<file path="src/rtl/sync_burst_ctrl.sv">
module sync_burst_ctrl #(
  parameter int AW    = 32,
  parameter int DW    = 32,
  parameter int BEATS = 4
) (
  input  logic          clk,
  input  logic          rst_n,
  input  logic          req_valid_i,
  input  logic [AW-1:0] req_addr_i,
  input  logic [1:0]    req_size_i,
  input  logic [2:0]    req_fc_i,
  input  logic          req_cacheable_i,
  output logic [AW-1:0] bus_addr_o,
  output logic [1:0]    bus_size_o,
  output logic [2:0]    bus_fc_o,
  output logic          as_o,
  output logic          ds_o,
  output logic          dben_o,
  output logic          rw_o,
  input  logic          term_i,
  input  logic          burst_ack_i,
  input  logic          cache_inh_i,
  input  logic [DW-1:0] data_i,
  output logic [DW-1:0] word_o,
  output logic [1:0]    word_idx_o,
  output logic          word_valid_o,
  output logic          word_nocache_o,
  output logic          done_o
);
  localparam int IW = 2;
  localparam logic [IW-1:0] LAST_BEAT = IW'(BEATS - 1);

  logic          active_q, cacheable_q;
  logic [IW-1:0] beat_q;
  logic          hit_q, hit_last_q, hit_nc_q;
  logic [IW-1:0] hit_idx_q;

  wire first_beat = (beat_q == '0);
  wire go_burst   = cacheable_q & burst_ack_i & ~cache_inh_i;
  wire last_beat  = (beat_q == LAST_BEAT) | (first_beat & ~go_burst);
  wire recog      = active_q & term_i;

  assign as_o   = active_q;
  assign ds_o   = active_q;
  assign dben_o = active_q;
  assign rw_o   = 1'b1;

  always_ff @(posedge clk or negedge rst_n) begin
    if (!rst_n) begin
      active_q    <= 1'b0;
      cacheable_q <= 1'b0;
      beat_q      <= '0;
      bus_addr_o  <= '0;
      bus_size_o  <= '0;
      bus_fc_o    <= '0;
      hit_q       <= 1'b0;
      hit_last_q  <= 1'b0;
      hit_nc_q    <= 1'b0;
      hit_idx_q   <= '0;
    end else begin
      hit_q <= recog;
      if (recog) begin
        hit_idx_q  <= beat_q;
        hit_last_q <= last_beat;
        hit_nc_q   <= first_beat & cache_inh_i;
      end
      if (!active_q) begin
        if (req_valid_i) begin
          active_q    <= 1'b1;
          cacheable_q <= req_cacheable_i;
          beat_q      <= '0;
          bus_addr_o  <= req_addr_i;
          bus_size_o  <= req_size_i;
          bus_fc_o    <= req_fc_i;
        end
      end else if (recog) begin
        if (last_beat) active_q <= 1'b0;
        else           beat_q   <= beat_q + 1'b1;
      end
    end
  end

  always_ff @(negedge clk or negedge rst_n) begin
    if (!rst_n) begin
      word_o         <= '0;
      word_idx_o     <= '0;
      word_valid_o   <= 1'b0;
      word_nocache_o <= 1'b0;
      done_o         <= 1'b0;
    end else begin
      word_valid_o <= hit_q;
      done_o       <= hit_q & hit_last_q;
      if (hit_q) begin
        word_o         <= data_i;
        word_idx_o     <= hit_idx_q;
        word_nocache_o <= hit_nc_q;
      end
    end
  end
endmodule

</file>
<file path="config.mk">
export PLATFORM = sky130hd
export DESIGN_NAME = sync_burst_ctrl
export DESIGN_NICKNAME = d
export VERILOG_FILES = /design/src/rtl/sync_burst_ctrl.sv
export SDC_FILE = /design/constraint.sdc
export NUM_CORES = 1
export LEC_CHECK = 0
export BUFFER_PORTS_ARGS = -buffer_cell sky130_fd_sc_hd__buf_2
export CORE_ASPECT_RATIO = 0.75
export CORE_MARGIN = 2
export CORE_UTILIZATION = 49
export CTS_CLUSTER_DIAMETER = 200
export DETAILED_ROUTE_END_ITERATION = 8
export PLACE_DENSITY = 0.85
export SYNTH_ARGS = -nofsm -noshare
export SYNTH_HDL_FRONTEND = slang
export SYNTH_SLANG_ARGS = --single-unit
</file>
<file path="constraint.sdc">
create_clock -name clk -period 2.3 [get_ports clk]
set_input_delay 0.69 -clock clk [delete_from_list [all_inputs] [get_ports clk]]
set_output_delay 0.69 -clock clk [all_outputs]
set_load 0.01 [all_outputs]
</file>
-- Yosys cells after proc, flatten, opt, wreduce, memory -nomap -nowiden
Cells that the tools add are included.
- bits of input ports: 76
- register bits: 83
- logic and storage cells: 41
- output and inout bits: 78
- muxes and demuxes: 8
- bitwise logic cells: 10
- reductions and logical operators: 4
- add/sub/neg operators: 1
- equal/unequal tests: 3
- operators by type and width (cell ; count):
    $mux W2 ; 4
    $and A1 B1 Y1 ; 6
    $mux W1 ; 4
    $not A1 Y1 ; 3
    $reduce_and A3 Y1 ; 1
    $add A2 B1 Y2 const B ; 1
    $eq A2 B2 Y1 const B ; 1
    $logic_not A2 Y1 ; 1
    $ne A2 B1 Y1 const B ; 1
    $ne A2 B2 Y1 const B ; 1
    $reduce_and A2 Y1 ; 1
    $reduce_bool A2 Y1 ; 1
    $or A1 B1 Y1 ; 1

-- Logic depth before layout (Yosys ltp)
- depth in word-level cells: 8
- mapped depth: 4
- gate-level depth less buffers: 4

==> results.cfg <==
[yosys]
synthMostInstantiatedCell = mux2_2
ys_top_cells_by_area = dfrtp_1 (37%), dfrtn_1 (30%), mux2_2 (27%), buf_2 (1.3%), ha_1 (0.80%)
yosysUniqueCellTypes = 18
synth_cells = 193
yosysTopAreaCell = dfrtp_1
seq_area_frac_synth_pct = 66.5
yosysTopAreaCellShare_pct = 36.9
synth_flop_cell = dfrtp_1
synth_commonest_cells = mux2_2 (75), dfrtp_1 (46), dfrtn_1 (37), buf_2 (8), nand2_1 (4)
avgSynthCellArea_sq_um = 16.2
ys.warnings.count = 0
syn_nets = 271
netlist_area_sq_um = 3120
synth_edf_count = 0
synth-seq-cells = 83
async_reset_ff_share_pct = 100

[route]
drcViolationCount = 0
vias = 2183
ant_nets = 0
firstDrtPassIters = 5
wirelength_um = 7000
post_drt_wl_per_cell_um = 15.6
drt_iter0_drc = 58
viasPerCell = 4.86

[clocking]
ctsLongestPathBuffers = 2
numCtsBuffers = 9
root_buffer = clkbuf_8
cts_sinks = 83
htreeDepth = 3
clk_pin_slew_worst_paths_ps = 80
postCtsHoldBufs = 0
cts_tree = built
clk_latency_ps = 330

[critical_path]
reg2reg_slack_ps = -40
cp_slowest_cell = dfrtn_1
worstSetupStartpointType = flop
path_cells = buf_6
crit_arrival_ps = 2060
reg2reg_from = hit_q$_DFF_PN0_
endpoint_kind = output pin
crit_required_ps = 1610
timing.rr.end = word_o[12]$_DFFE_NN0P_
cp_slowest_stage_delay_ps = 460
setup.worst_path.class = flop to output pin
cp.buffers_inverters = 1
path_delay_family = flip-flops
crit_fanout = 2
r2r_cells = 2

[pwr]
pwr_density_cell_nw_per_um2 = 1330
power_frac_clock_pct = 16.4
combPwrFrac_pct = 41.1
p_int_mw = 4.06
p_seq_share_pct = 42.6
p_leak_nw = 2.26
peakVddDrop_v = 0.000625
p_switching_mw = 1.90
power.total_mw = 5.95
switching_share_pct = 31.9

[floorplan]
start_util_pct = 50.2
coreArea_sq_um = 6220
rows = 25
pin_count = 154
dieArea_sq_um = 7030
dieWidth_um = 96.2
die_h_um = 73.1

[finish]
syn_to_final_growth_pct = 43.1
nNetsFinal = 441
num_antenna_cells = 0
drive_above_1_share_pct = 71.5
utilization_pct = 71.8

[timing]
layout_setup_ws_ps = -448
setup_tns_ps = -15600
report.final.hold_viol_count = 0
fin_skew_ps = 12.7
drv_slew = 0
setup_viol = 58
grt_setup_unrepaired = true

[global_routing]
grt_start_max_net_pins = 41
grt_overflow = 0
grt_pass1_wl_um = 9690
grt.total_usage_pct = 18.4
grt_pass1_vias = 2132
grt_antenna_before_repair = 0

[outcome]
violations = setup timing
status = complete, but fails checks

[placed_design]
gp_congestion = 0.719
place_hpwl_um = 4710
io_buffers = 152

[run]
cap_violations = 0

[min_path]
hp-class = primary input to async pin
[sequential cells by signal (all words and copies together) (netlist names)]
register,flops
hit_last_q,1
word_valid_o,1
word_o,32
bus_size_o,2
hit_idx_q,2
hit_nc_q,1
hit_q,1
word_nocache_o,1
beat_q,2
bus_fc_o,3
cacheable_q,1
word_idx_o,2
done_o,1
bus_addr_o,32
as_o,1
[routing by layer]
layer	part of all wire [%]	track usage (%)	up-vias	wire length (um)
li1	-	-	1005	-
met2	49	28.7	111	3400
met4	1.9	8.25	0	136
met3	11	8.47	14	738
met5	0	0	-	0
met1	39	21.9	1053	2730
[cell families after synthesis]
| logic type | synth area share [%] |
|---|---|
| DFF | 66.5 |
| adders and majority gates | 0.801 |
| AOI/OAI and AO/OA | 1.48 |
| buffers and inverters | 2.36 |
| other | 0.120 |
| and+or+nand+nor | 1.68 |
| muxes | 27.0 |
[worst max path at each step]
stage,start,to,cells past startpoint
2_1_floorplan,hit_q$_DFF_PN0_,word_o[10]$_DFFE_NN0P_,3
3_3_place_gp,word_idx_o[1]$_DFFE_NN0P_,word_idx_o[1],1
3_5_place_dp,word_idx_o[1]$_DFFE_NN0P_,word_idx_o[1],1
4_1_cts,word_idx_o[0]$_DFFE_NN0P_,word_idx_o[0],1
5_1_grt,word_o[9]$_DFFE_NN0P_,word_o[9],1
6_report,word_o[14]$_DFFE_NN0P_,word_o[14],1
[cell usage in the layout (no fill, tap or decap), drive strengths merged]
cell and count:
buf 168, o22a 1, nand2 5, clkbuf 15, ha 2, dfrtp 46
mux2 75, dfrtn 37, inv 4, nor2b 1, a21oi 2, a211oi 1
clkinv 2, nor2 3, o21ai 3, and2 1, nand3b 1, conb 1
[cell type report]
class | instances | area (sq um)
Sequential cell | 83 | 2080
Fill cell | 420 | 1750
Multi-Input combinational cell | 96 | 1060
Timing Repair Buffer | 170 | 1030
Clock buffer | 13 | 170
Tap cell | 81 | 101
Clock inverter | 3 | 20.0
Inverter | 3 | 11.3
[power groups by stage]
stage / Sequential (mW) / Clock (mW) / Combinational, mW
floorplan: 2.79 / 0 / 0.939
global placement: 2.48 / 0 / 2.07
detailed placement: 2.51 / 0 / 2.14
CTS: 2.49 / 1.00 / 2.19
global route: 2.62 / 1.07 / 2.66
finish: 2.53 / 0.975 / 2.45
[what timing repair did]
action / CTS / global route
cloned: 0 / 2
endpoints found under the hold margin: 0 / 0
resized for setup: 0 / 30
buffers inserted: 4 / 5
setup endpoints to repair: 37 / 41
[through the flow]
stage	hold WS [ps]	instances	area [sq um]	setup WS, ps
finish	401	449	4470	-448
global route	422	449	4470	-494
CTS	397	442	4260	-446
detailed placement	452	422	4040	-85.8
global placement	444	422	4040	-91.6
floorplan	394	193	3130	24.1
Power figures use the tool's default switching activity.
